--- config.mk ---
export PLATFORM = sky130hd
export DESIGN_NAME = enc_timing_gen
export DESIGN_NICKNAME = d
export VERILOG_FILES = /design/src/rtl/etg_pkg.sv /design/src/rtl/etg_regs.sv /design/src/rtl/etg_hcnt.sv /design/src/rtl/etg_vcnt.sv /design/src/rtl/etg_scr.sv /design/src/rtl/enc_timing_gen.sv
export SDC_FILE = /design/constraint.sdc
export NUM_CORES = 1
export LEC_CHECK = 0
export ABC_AREA = 1
export BUFFER_PORTS_ARGS = -buffer_cell sky130_fd_sc_hd__buf_2
export CORE_MARGIN = 1
export CORE_UTILIZATION = 35
export DETAILED_ROUTE_END_ITERATION = 10
export PLACE_DENSITY = 0.59
export SLEW_MARGIN = 20
export SYNTH_ARGS = -nofsm -noshare
export SYNTH_HDL_FRONTEND = slang
export SYNTH_SLANG_ARGS = --single-unit
--- constraint.sdc ---
create_clock -name clk_i -period 3.5 [get_ports clk_i]
set_clock_uncertainty 0.15 [all_clocks]
set_input_delay 0.175 -clock clk_i [delete_from_list [all_inputs] [get_ports clk_i]]
set_output_delay 0.175 -clock clk_i [all_outputs]
set_load 0.03 [all_outputs]
--- src/rtl/etg_pkg.sv ---
package etg_pkg;
  typedef enum logic [1:0] {
    SCR_OFF   = 2'd0,
    SCR_2LINE = 2'd1,
    SCR_8FLD  = 2'd2,
    SCR_4FLD  = 2'd3
  } scr_mode_e;

  typedef enum logic [1:0] {
    FL_ILACE  = 2'd0,
    FL_SHORT  = 2'd1,
    FL_LONG_A = 2'd2,
    FL_LONG_B = 2'd3
  } flen_e;

  typedef struct packed {
    logic [10:0] htrig;
    logic [4:0]  vtrig;
    logic        vneg;
    logic        blank;
    flen_e       flen;
    scr_mode_e   scm;
    logic        rate60;
  } cfg_t;

  localparam logic [1:0] ADDR_HLO  = 2'd0;
  localparam logic [1:0] ADDR_HHI  = 2'd1;
  localparam logic [1:0] ADDR_MODE = 2'd2;
endpackage

--- src/rtl/etg_regs.sv ---
module etg_regs
  import etg_pkg::*;
(
  input  logic       clk_i,
  input  logic       rst_ni,
  input  logic       we_i,
  input  logic [1:0] addr_i,
  input  logic [7:0] wdata_i,
  output cfg_t       cfg_o
);
  cfg_t cfg_q;

  always_ff @(posedge clk_i or negedge rst_ni) begin
    if (!rst_ni) begin
      cfg_q.htrig  <= '0;
      cfg_q.vtrig  <= '0;
      cfg_q.vneg   <= 1'b0;
      cfg_q.blank  <= 1'b0;
      cfg_q.flen   <= FL_ILACE;
      cfg_q.scm    <= SCR_OFF;
      cfg_q.rate60 <= 1'b0;
    end else if (we_i) begin
      unique case (addr_i)
        ADDR_HLO: cfg_q.htrig[7:0] <= wdata_i;
        ADDR_HHI: begin
          cfg_q.htrig[10:8] <= wdata_i[2:0];
          cfg_q.vtrig       <= wdata_i[7:3];
        end
        ADDR_MODE: begin
          cfg_q.vneg   <= wdata_i[0];
          cfg_q.blank  <= wdata_i[1];
          cfg_q.flen   <= flen_e'(wdata_i[3:2]);
          cfg_q.scm    <= scr_mode_e'(wdata_i[5:4]);
          cfg_q.rate60 <= wdata_i[6];
        end
        default: ;  // address 3 unused
      endcase
    end
  end

  assign cfg_o = cfg_q;
endmodule

--- src/rtl/etg_hcnt.sv ---
module etg_hcnt #(
  parameter int H_W = 11
) (
  input  logic           clk_i,
  input  logic           rst_ni,
  input  logic           sync_i,
  input  logic [H_W-1:0] line_len_i,
  input  logic [H_W-1:0] load_i,
  output logic [H_W-1:0] cnt_o,
  output logic           end_o,
  output logic           mid_o
);
  logic [H_W-1:0] cnt_q;

  // >= so a shorter line selected mid-line still wraps
  assign end_o = cnt_q >= line_len_i - 1'b1;
  assign mid_o = cnt_q == (line_len_i >> 1) - 1'b1;

  always_ff @(posedge clk_i or negedge rst_ni) begin
    if (!rst_ni)      cnt_q <= '0;
    else if (sync_i)  cnt_q <= load_i;
    else if (end_o)   cnt_q <= '0;
    else              cnt_q <= cnt_q + 1'b1;
  end

  assign cnt_o = cnt_q;
endmodule

--- src/rtl/etg_vcnt.sv ---
module etg_vcnt #(
  parameter int V_W = 10
) (
  input  logic           clk_i,
  input  logic           rst_ni,
  input  logic           sync_i,
  input  logic           bnd_i,
  input  logic           ilace_i,
  input  logic [V_W-1:0] fld_len_i,
  input  logic [V_W-1:0] load_i,
  output logic [V_W-1:0] hl_o,
  output logic           vs_o,
  output logic           field_o,
  output logic [2:0]     fseq_o
);
  logic [V_W-1:0] hl_q;
  logic           vs_q, field_q;
  logic [2:0]     fseq_q;
  logic           wrap;

  assign wrap = bnd_i && (hl_q >= fld_len_i - 1'b1);

  always_ff @(posedge clk_i or negedge rst_ni) begin
    if (!rst_ni) begin
      hl_q    <= '0;
      vs_q    <= 1'b0;
      field_q <= 1'b0;
      fseq_q  <= '0;
    end else if (sync_i) begin
      hl_q    <= load_i;
      vs_q    <= load_i == '0;
      field_q <= 1'b0;
      fseq_q  <= '0;
    end else if (wrap) begin
      hl_q    <= '0;
      vs_q    <= 1'b1;
      field_q <= ilace_i ? ~field_q : 1'b0;
      fseq_q  <= fseq_q + 1'b1;
    end else begin
      vs_q <= 1'b0;
      if (bnd_i) hl_q <= hl_q + 1'b1;
    end
  end

  assign hl_o    = hl_q;
  assign vs_o    = vs_q;
  assign field_o = field_q;
  assign fseq_o  = fseq_q;
endmodule

--- src/rtl/etg_scr.sv ---
module etg_scr
  import etg_pkg::*;
(
  input  logic      clk_i,
  input  logic      rst_ni,
  input  logic      sync_i,
  input  logic      hend_i,
  input  logic      hsync_i,
  input  logic      vsync_i,
  input  logic [2:0] fseq_i,
  input  scr_mode_e mode_i,
  output logic      pulse_o
);
  logic lpar_q;

  always_ff @(posedge clk_i or negedge rst_ni) begin
    if (!rst_ni)      lpar_q <= 1'b0;
    else if (sync_i)  lpar_q <= 1'b0;
    else if (hend_i)  lpar_q <= ~lpar_q;
  end

  always_comb begin
    unique case (mode_i)
      SCR_2LINE: pulse_o = hsync_i && !lpar_q;
      SCR_8FLD:  pulse_o = vsync_i && (fseq_i == 3'd0);
      SCR_4FLD:  pulse_o = vsync_i && (fseq_i[1:0] == 2'd0);
      default:   pulse_o = 1'b0;
    endcase
  end
endmodule

--- src/rtl/enc_timing_gen.sv ---
module enc_timing_gen
  import etg_pkg::*;
#(
  parameter int LINE_50  = 1728,
  parameter int LINE_60  = 1716,
  parameter int LINES_50 = 312,
  parameter int LINES_60 = 262,
  localparam int LMAX = (LINE_50 > LINE_60) ? LINE_50 : LINE_60,
  localparam int NMAX = (LINES_50 > LINES_60) ? LINES_50 : LINES_60,
  localparam int H_W  = $clog2(LMAX + 1),
  localparam int V_W  = $clog2(2 * NMAX + 3)
) (
  input  logic           clk_i,
  input  logic           rst_ni,
  input  logic           cfg_we_i,
  input  logic [1:0]     cfg_addr_i,
  input  logic [7:0]     cfg_wdata_i,
  input  logic           ext_sync_i,
  output logic [H_W-1:0] h_cnt_o,
  output logic [V_W-1:0] half_line_o,
  output logic           field_o,
  output logic [2:0]     field_seq_o,
  output logic           hsync_o,
  output logic           vsync_o,
  output logic           sc_rst_o,
  output logic           blank_o
);
  localparam int HTW = (H_W > 11) ? H_W : 11;
  localparam int VTW = (V_W > 5) ? V_W : 5;

  cfg_t           cfg;
  logic [H_W-1:0] line_len_w, h_load;
  logic [V_W-1:0] lines_w, fld_len_w, vt_eff, v_load;
  logic [1:0]     scm_w, flen_w;
  logic           hend, hmid;

  etg_regs i_regs (
    .clk_i  (clk_i),
    .rst_ni (rst_ni),
    .we_i   (cfg_we_i),
    .addr_i (cfg_addr_i),
    .wdata_i(cfg_wdata_i),
    .cfg_o  (cfg)
  );

  always_comb begin
    line_len_w = cfg.rate60 ? H_W'(LINE_60) : H_W'(LINE_50);
    lines_w    = cfg.rate60 ? V_W'(LINES_60) : V_W'(LINES_50);
    unique case (cfg.flen)
      FL_ILACE: fld_len_w = (lines_w << 1) + V_W'(1);
      FL_SHORT: fld_len_w = lines_w << 1;
      default:  fld_len_w = (lines_w << 1) + V_W'(2);
    endcase
    // trigger values clamp to the last legal position
    h_load = (HTW'(cfg.htrig) > HTW'(line_len_w) - HTW'(1))
           ? line_len_w - 1'b1 : H_W'(cfg.htrig);
    vt_eff = (VTW'(cfg.vtrig) > VTW'(fld_len_w) - VTW'(1))
           ? fld_len_w - 1'b1 : V_W'(cfg.vtrig);
    v_load = (cfg.vneg && vt_eff != '0) ? fld_len_w - vt_eff : vt_eff;
  end

  assign scm_w  = cfg.scm;
  assign flen_w = cfg.flen;

  etg_hcnt #(.H_W(H_W)) i_hcnt (
    .clk_i     (clk_i),
    .rst_ni    (rst_ni),
    .sync_i    (ext_sync_i),
    .line_len_i(line_len_w),
    .load_i    (h_load),
    .cnt_o     (h_cnt_o),
    .end_o     (hend),
    .mid_o     (hmid)
  );

  etg_vcnt #(.V_W(V_W)) i_vcnt (
    .clk_i    (clk_i),
    .rst_ni   (rst_ni),
    .sync_i   (ext_sync_i),
    .bnd_i    (hend || hmid),
    .ilace_i  (cfg.flen == FL_ILACE),
    .fld_len_i(fld_len_w),
    .load_i   (v_load),
    .hl_o     (half_line_o),
    .vs_o     (vsync_o),
    .field_o  (field_o),
    .fseq_o   (field_seq_o)
  );

  assign hsync_o = h_cnt_o == '0;

  etg_scr i_scr (
    .clk_i  (clk_i),
    .rst_ni (rst_ni),
    .sync_i (ext_sync_i),
    .hend_i (hend),
    .hsync_i(hsync_o),
    .vsync_i(vsync_o),
    .fseq_i (field_seq_o),
    .mode_i (cfg.scm),
    .pulse_o(sc_rst_o)
  );

  assign blank_o = cfg.blank;
endmodule

==> results of run 1 <==
-- worst paths after layout --
check / depth (start not counted) / slack [ns] / endpoint / from
setup / recovery: 15 / 0.62 / i_vcnt.fseq_o[1]$_DFFE_PN0P_ / i_regs.cfg_o[0]$_DFFE_PN0P_
hold / removal: 3 / -0.001 / i_regs.cfg_o[5]$_DFFE_PN0P_ / cfg_wdata_i[1]
setup reg to reg: 15 / 0.62 / i_vcnt.fseq_o[1]$_DFFE_PN0P_ / i_regs.cfg_o[0]$_DFFE_PN0P_
hold reg to reg: 2 / 0.35 / i_regs.cfg_o[5]$_DFFE_PN0P_ / i_regs.cfg_o[5]$_DFFE_PN0P_
max in group asynchronous: 3 / 2.42 / i_scr.lpar_q$_DFFE_PN0P_ / rst_ni
min in group asynchronous: 3 / 0.34 / i_hcnt.cnt_o[8]$_DFF_PN0_ / rst_ni
-- worst reg2reg max path: stages, from the launching register on --
cell     delay (ns)
dfrtp_1        0.73
inv_2          0.21
ha_1           0.34
inv_1          0.04
ha_1           0.27
nand2_1        0.06
nor2_1         0.04
nand2_1        0.06
nand2_1        0.05
nand2_1        0.05
nand2_1        0.04
nand2_1        0.28
nand2_1        0.23
inv_2          0.16
nand2_1        0.07
nand2_1        0.06
-- cell usage after synthesis --
cell and count:
xnor2_1 1, buf_6 1, o211ai_1 1, o21bai_1 2
a21oi_2 10, nand4_4 1, fa_1 1, nor3_1 7
nand3b_1 5, dfrtp_1 50, inv_2 4, nor2_1 51
nand2_1 124, nor2_2 12, a21oi_1 9, nand3_1 40
ha_1 25, buf_2 2, nand4_1 7, a31oi_1 1
nand2_2 1, a21o_1 1, clkbuf_1 7, xor2_1 13
or2_2 1, inv_1 67, nor4_1 1, a21oi_4 1
o21ai_0 39
-- cells in the final DEF (no fill, tap or decap), types with 2 or more instances in the layout --
cell type,n
nand3b_1,5
inv_2,4
nor2_2,12
o21ai_0,39
dfrtp_1,50
xor2_1,13
ha_1,25
inv_1,67
dlygate4sd3_1,2
nand4_1,7
a21oi_1,9
buf_2,42
a21oi_2,10
nand3_1,40
nand2_1,124
o21bai_1,2
clkinv_4,2
clkbuf_8,5
nor3_1,7
buf_4,2
nor2_1,51
-- logic make-up (layout without fill, tap and decap cells) --
group                      Yosys count  count (layout)  synth area share, %
and+or+nand+nor                    250             250                 31.2
adders and majority gates           26              26                 9.54
xor gates and xnor gates            14              14                 3.51
AOI/OAI and AO/OA                   64              64                 10.9
buffers and inverters               81             125                 9.00
DFF                                 50              50                 35.9
-- registers in the layout, indices dropped and copies added, names as in the netlist --
| name | flops |
|---|---|
| i_vcnt.field_o | 1 |
| i_vcnt.vs_o | 1 |
| i_scr.lpar_q | 1 |
| i_regs.cfg_o | 23 |
| i_vcnt.hl_o | 10 |
| i_vcnt.fseq_o | 3 |
| i_hcnt.cnt_o | 11 |
-- layer usage --
metal	vias up	track usage, %	share of wire (%)
met5	-	0	0
met4	0	3.63	0.90
met3	6	1.71	2.0
met2	47	28.7	46
met1	1458	24.8	52
li1	1635	-	-
-- area by class of cell --
cell class / instances / area, µm²
timing repair buffer: 46 / 245
tap: 133 / 166
fill: 1057 / 5780
multi-input combinational: 354 / 1920
inverter: 71 / 267
clock buffer: 5 / 68.8
sequential: 50 / 1250
clock inverter: 3 / 28.8
-- repair_timing --
action	in CTS	in global routing
setup buffers	0	0
hold endpoints to repair	52	0
hold buffers	2	0
-- report_power, final --
| part | internal [mW] | total [mW] | switching, mW |
|---|---|---|---|
| Sequential | 0.686 | 0.856 | 0.170 |
| Clock | 0.149 | 0.367 | 0.219 |
| Combinational | 0.319 | 0.897 | 0.578 |
==> run metrics, run 1 <==
Syn Std Cell Area=~0.0035 mm²; average wire per standard cell=12.8 µm; Layout Cells excl Fill=about 660; setup slack after layout=around 0.62 ns; post-synth cell types=29; leak pwr=2.07 nW; PwrDens=roughly 540 mW/mm²; GR Util All Layers=between 10% and 20%; first-pass GRT wire length=14200 µm; ANT cells=0; detailed placement HPWL=6490 µm; worst endpoint required time=between 3 and 4 ns; CP Max Fanout=16; Placed Area=~0.0038 mm²; FF+latch count, synth=50; Slew Limit Fails=0; I/O pins=43; Top Family by Delay on Critical Path=simple AND/OR/NAND/NOR gates; Initial DRC Count=134; die footprint=~0.010 mm²; # resized after CTS=0; Final Hold Viols=3; Remaining DRCs=1; Core Footprint=~0.01 mm²; H-tree level count=2; clock net sink count=50; Final Hold Slack=-0.00121 ns; antenna violations before repair=0; initial core utilization=approximately 36%; sequential fraction of the synthesis area=35.9%; Placed Cells incl. Taps=652; grt ovf=0; Mapped Nets=525; endpoints failing setup=0; Pre-antenna DRT Iters=7; Design Area, Final=0.00395 mm²; max_cap viols=0; Worst Path Arrival=just under 3 ns; critical-path cell list=inv_2, ha_1, inv_1, ha_1, nand2_1, nor2_1, nand2_1, nand2_1, nand2_1, nand2_1, nand2_1, nand2_1, inv_2, nand2_1, nand2_1; Ys Warns=0; NumNets Final=568; Crit-path slowest cell=dfrtp_1; period utilization=82.2%; crit end category=flip-flop; Area growth syn-to-layout=13.2%; Fmax=348 MHz; worst path bufs/invs=3; gpl congestion=0.885; outcome=finished, violations left; Die Width=102 µm; synthesized area per cell=7.20 µm²; Worst Hold Class=input port to flip-flop; vias in the first global route=about 3000; dominant cell type by area after synthesis=dfrtp_1; Worst path max stage delay=between 0.7 and 0.8 ns; vias=3146; Startpoint Class=flip-flop; I/O Buffers=42; Yosys top cell area share=35.9%; Crit Path Category=flip-flop to flip-flop; CTS tree=done; TritonCTS buffer count=5; largest cells by area after synthesis=dfrtp_1 (36%), nand2_1 (13%), ha_1 (9.0%), inv_1 (7.2%), nand3_1 (5.7%); clk slew on worst S/H paths=between 0.1 and 0.15 ns; RSZ-0062 raised after global routing=false; worst skew pair latency=0.31 ns; root buffer cell=clkbuf_8; min Tclk post-route=around 2.9 ns; pre-CTS WS=0.650 ns; Least-Margin Pin Slew=0.752 ns; Detailed Route WL=~8500 µm; Post-Synthesis Cells=485; via/cell ratio=around 4.8; post-route setup TNS=0 ns; Final ANT Viol Nets=0; failing checks=design-rule violations, negative hold slack; Slew HR=49.8%; share of layout cells above drive strength 1=15.5%; largest net degree at the start of global routing=roughly 50; Top cell by count, worst path=nand2_1; total power=around 2.1 mW; row cnt=36; die boundary height=slightly above 100 µm; VDD IR max=~220 µV; CTS Buffer Depth=2; final core occ=40.6%
No activity file was read; power rests on OpenSTA's default activity.
==> inputs of run 2 (changes only) <==
--- a/config.mk
+++ b/config.mk
@@ -10,7 +10,7 @@
 export CORE_MARGIN = 1
 export CORE_UTILIZATION = 35
 export DETAILED_ROUTE_END_ITERATION = 10
-export PLACE_DENSITY = 0.59
+export PLACE_DENSITY = 0.61
 export SLEW_MARGIN = 20
 export SYNTH_ARGS = -nofsm -noshare
 export SYNTH_HDL_FRONTEND = slang
==> constraint.sdc (replaced) <==
create_clock -name clk_i -period 2.4 [get_ports clk_i]
set_clock_uncertainty 0.15 [all_clocks]
set_input_delay 0.12 -clock clk_i [delete_from_list [all_inputs] [get_ports clk_i]]
set_output_delay 0.12 -clock clk_i [all_outputs]
set_load 0.03 [all_outputs]
==> run 2 against run 1 <==
Against the previous run:
- the run now ends clean
- global-route usage is 0.45 points higher
- first-iteration DRC count is 22% lower
- clock-buffer cell count did not move
- cell area grew 3.4%
- sequential share of layout area decreased by 1.0 points
- wire length increased by 2.1%
- power up 48%
- flip-flop and latch count is the same
- worst hold slack improved by 0.036 ns
- largest power group unchanged
==> run metrics, run 2 (synthesis gave the netlist of run 1 again) <==
outcome=finished, final reports clean; Worst Hold Class=input port to flip-flop; CTS Buffer Depth=2; Initial DRC Count=105; worst skew pair latency=0.32 ns; FILL cells=1033; clk slew on worst S/H paths=~0.1 ns; pre-CTS WS=0.108 ns; CP endpoint=i_vcnt.hl_o[1]$_DFFE_PN0P_; register area=0.00125 mm²; TritonCTS buffer count=5; I/O pins=43; endpoints failing setup=0; commonest cells after routing, fill and taps aside=nand2_1 (123), inv_1 (67), nor2_1 (50); via/cell ratio=4.79; Detailed Route WL=8660 µm; Startpoint Class=flip-flop; largest net degree at the start of global routing=28; final core occ=between 40% and 50%; Fmax=between 400 and 500 MHz; Design Area, Final=approximately 0.004 mm²; crit end category=flip-flop; gpl congestion=0.860; I/O Buffers=42; Slew HR=just under 60%; first-pass GRT wire length=14500 µm; period utilization=93.8%; root buffer cell=clkbuf_8; PwrDens=767 mW/mm²; NumNets Final=580; Placed Cells incl. Taps=657; average wire per standard cell=12.8 µm; Worst Path Arrival=about 2.3 ns; Placed Area=between 0.003 and 0.004 mm²; total power=3.13 mW; DR top layer=met4; die footprint=0.0104 mm²; antenna violations before repair=0; Die Width=102 µm; share of layout cells above drive strength 1=roughly 17%; initial core utilization=35.9%; CTS tree=done; leak pwr=approximately 2.1 nW; die boundary height=102 µm; post-route setup TNS=0 ns; Core Footprint=approximately 0.0097 mm²; worst endpoint required time=2.47 ns; R2R Path Start=i_regs.cfg_o[4]$_DFFE_PN0P_; Worst R2R End=i_vcnt.hl_o[1]$_DFFE_PN0P_; Area growth syn-to-layout=17.0%; Crit Path Category=flip-flop to flip-flop; CP Max Fanout=3; max reg flops=23; row cnt=36; grt ovf=0; ANT cells=0; vias=3231; Final ANT Viol Nets=0; Reg2Reg Setup Slack=0.15 ns; Final Hold Viols=0; min Tclk post-route=between 2 and 2.5 ns; met1 WL=between 4000 and 5000 µm; R2R cell count=8; Worst Setup SP=i_regs.cfg_o[4]$_DFFE_PN0P_; VDD IR max=247 µV; Remaining DRCs=0; met3 wire len=322 µm; GR Util All Layers=between 10% and 20%; clock net sink count=50; Slew Limit Fails=0; setup slack after layout=0.148 ns; Multi-input gate area=0.00194 mm²; H-tree level count=2; detailed placement HPWL=6740 µm; Final Hold Slack=0.0350 ns; max_cap viols=0; vias in the first global route=3074; Layout Cells excl Fill=674; Least-Margin Pin Slew=between 0.6 and 0.7 ns; Pre-antenna DRT Iters=4; met2 WL=3960 µm; most common library cell in the layout ignoring fill and taps=nand2_1
run 2: worst min-delay path by stage:
stage / startpoint / to / slack (ns) / cells after the start
after floorplan: rst_ni / i_hcnt.cnt_o[0]$_DFF_PN0_ / -0.33 / 0
after global placement: rst_ni / i_vcnt.hl_o[4]$_DFFE_PN0P_ / 0.02 / 1
after detailed placement: rst_ni / i_vcnt.hl_o[1]$_DFFE_PN0P_ / 0.02 / 1
after CTS: ext_sync_i / i_hcnt.cnt_o[3]$_DFF_PN0_ / 0.03 / 3
after global routing: ext_sync_i / i_hcnt.cnt_o[9]$_DFF_PN0_ / 0.07 / 3
final: ext_sync_i / i_hcnt.cnt_o[3]$_DFF_PN0_ / 0.03 / 3
run 2: per-layer routing:
metal / global-route usage, % / up-vias
met2: 29.4 / 57
li1: - / 1656
met1: 24.4 / 1508
met4: 5.16 / 0
met5: 0 / -
met3: 2.67 / 10
run 2: report_power, final:
group / internal (mW) / switching, mW / leakage (nW)
logic: 0.485 / 0.865 / 1.46
registers: 1.00 / 0.240 / 0.619
clock network: 0.217 / 0.325 / 0.0502
run 2: repair_timing:
item                       4_1_cts  5_1_grt
hold buffers                     9        0
buffers inserted                 0        0
gates resized for setup          0        7
hold endpoints to repair        47        0
setup endpoints to repair        0       15
run 2: critical path, cell delays in order, from the launching register on:
cell and delay, ns:
dfrtp_1 0.43, or2_2 0.33, ha_1 0.19, inv_1 0.10
fa_2 0.43, o21ai_0 0.25, nor2_1 0.08, nor2_2 0.12
a21oi_2 0.06
run 2: final cells by class:
class / count / area share (%)
inverters: 71 / 6.59
multi-input cells: 354 / 47.5
clock inverters: 3 / 0.705
well taps: 133 / 4.07
repair buffers: 58 / 8.73
clock buffers: 5 / 1.69
flip-flops and latches: 50 / 30.7
==> inputs of run 3 (changes only) <==
--- a/config.mk
+++ b/config.mk
@@ -11,6 +11,7 @@
 export CORE_UTILIZATION = 35
 export DETAILED_ROUTE_END_ITERATION = 10
 export PLACE_DENSITY = 0.61
+export REMOVE_ABC_BUFFERS = 1
 export SLEW_MARGIN = 20
 export SYNTH_ARGS = -nofsm -noshare
 export SYNTH_HDL_FRONTEND = slang
==> run 3 against run 2 <==
Against the previous run:
- cell count increased by 1.2%
- global-route usage down 0.29 points
- combinational power is 4% higher
- setup slack better by 0.0083 ns
- via count down 0.46%
- clock-buffer cell count stayed put
- sequential share of layout area is 0.33 points lower
- worst hold slack got worse by 0.025 ns
- clock power is 1% higher
- largest power group unchanged
- highest routed layer unchanged
==> run metrics, run 3 (synthesis gave the netlist of run 1 again) <==
outcome=finished, final reports clean; H-tree level count=2; Clk pwr share=17.4%; CTS Buffer Depth=2; worst skew pair latency=0.31 ns; gpl congestion=0.851; GR Util All Layers=17.5%; PwrDens=around 770 mW/mm²; Final ANT Viol Nets=0; share of layout cells above drive strength 1=18.0%; clk slew on worst S/H paths=0.11 ns; crit end category=flip-flop; Worst Hold Class=input port to flip-flop; die boundary height=102 µm; grt ovf=0; Top cell by count, worst path=nand2_1; most common library cell in the layout ignoring fill and taps=nand2_1; Placed Cells incl. Taps=665; min Tclk post-route=roughly 2.2 ns; part of the power in combinational logic=44.4%; CP Max Fanout=6; Pint=approximately 1.7 mW; Area growth syn-to-layout=18.2%; clock net sink count=50; Core Footprint=between 0.009 and 0.01 mm²; CTS tree=done; Pre-antenna DRT Iters=4; Worst path max stage delay=about 0.37 ns; RSZ-0062 raised after global routing=true; Remaining DRCs=0; leak pwr=2.17 nW; ANT cells=0; switching power=1.42 mW; worst endpoint required time=2.49 ns; I/O pins=43; Die Width=102 µm; final core occ=between 40% and 50%; sw frac=45.0%; sequential share of power=38.2%; Crit Path Category=flip-flop to flip-flop; max reg flops=23; commonest cells after routing, fill and taps aside=nand2_1 (122), inv_1 (67), nor2_1 (50), dfrtp_1 (50), buf_2 (42); Layout Cells excl Fill=682; Initial DRC Count=105; total power=3.16 mW; first-pass GRT wire length=14300 µm; Detailed Route WL=between 8000 and 9000 µm; Slew HR=54.8%; average wire per standard cell=12.4 µm; Worst Path Arrival=2.34 ns; Slew Limit Fails=0; VDD IR max=268 µV; Fmax=around 450 MHz; Final Hold Viols=0; die footprint=0.0104 mm²; Startpoint Class=flip-flop; I/O Buffers=42; largest net degree at the start of global routing=30; Least-Margin Pin Slew=0.678 ns; initial core utilization=between 30% and 40%; via/cell ratio=4.72; endpoints failing setup=0; root buffer cell=clkbuf_8; period utilization=between 90 and 100%; antenna violations before repair=0; Final Hold Slack=around 0.0096 ns; FILL cells=1082; NumNets Final=588; Crit-path slowest cell=dfrtp_1; critical-path cell list=inv_1, nor2_2, inv_1, ha_1, inv_1, ha_1, nand2_1, nor2_1, nand2_1, nand2_1, nand2_1, nand2_1, nand2_2, buf_4, nand3_1, a21oi_2; max_cap viols=0; detailed placement HPWL=6650 µm; row cnt=36; TritonCTS buffer count=5; vias=between 3000 and 4000; vias in the first global route=around 3100
-- run 3: worst max-delay path: cells and delay by family, from the launching register on --
family          cells  cell delay (ns)
simple gates        9             0.67
compound gates      1             0.13
flops               1             0.37
fa+ha+maj           2             0.54
buf+inv             4             0.32
-- run 3: cell type report --
cell class / instances / area [µm²] / area share, %
Timing Repair Buffer: 66 / 410 / 9.95
Clock inverter: 3 / 28.8 / 0.698
Tap cell: 133 / 166 / 4.04
Multi-Input combinational cell: 354 / 1930 / 46.8
Inverter: 71 / 267 / 6.46
Sequential cell: 50 / 1250 / 30.3
Clock buffer: 5 / 68.8 / 1.67
-- run 3: what timing repair did --
item                                    4_1_cts  5_1_grt
endpoints found under the setup margin        0       11
buffers inserted                              0        1
hold buffers                                  8        0
resized for setup                             0        3
hold endpoints to repair                     47        0
-- run 3: metal layers --
| metal | track usage, % | up-vias | wire, µm | share of wire (%) |
|---|---|---|---|---|
| li1 | - | 1674 | - | - |
| met1 | 23.8 | 1474 | 4080 | 48 |
| met2 | 29.7 | 64 | 3940 | 47 |
| met3 | 2.19 | 4 | 333 | 4.0 |
| met4 | 4.51 | 0 | 69 | 0.82 |
| met5 | 0 | - | 0 | 0 |
-- run 3: through the flow --
stage,setup TNS (ns),setup slack [ns],instance area (µm²)
2_1_floorplan,-0.0573,-0.0573,3440
3_3_place_gp,0,0.115,3930
3_5_place_dp,0,0.0391,3930
4_1_cts,0,0.0218,4110
5_1_grt,-0.00313,-0.00313,4120
6_report,0,0.156,4120
-- run 3: power groups by stage --
stage          sequential (mW)  clock, mW  combinational [mW]
3_3_place_gp              1.22          0                1.36
4_1_cts                   1.21      0.562                1.40
6_report                  1.21      0.548                1.40
5_1_grt                   1.24      0.596                1.60
2_1_floorplan             1.39          0               0.785
3_5_place_dp              1.22          0                1.39
-- run 3: path summary, 6_finish.rpt --
path	slack, ns	startpoint	cells after the start	to
min in group asynchronous	0.22	rst_ni	2	i_vcnt.fseq_o[1]$_DFFE_PN0P_
min	0.01	cfg_wdata_i[2]	3	i_regs.cfg_o[22]$_DFFE_PN0P_
max reg2reg	0.16	i_regs.cfg_o[3]$_DFFE_PN0P_	16	i_vcnt.hl_o[3]$_DFFE_PN0P_
min reg2reg	0.35	i_regs.cfg_o[1]$_DFFE_PN0P_	2	i_regs.cfg_o[1]$_DFFE_PN0P_
max in group asynchronous	1.25	rst_ni	3	i_regs.cfg_o[18]$_DFFE_PN0P_
max	0.16	i_regs.cfg_o[3]$_DFFE_PN0P_	16	i_vcnt.hl_o[3]$_DFFE_PN0P_
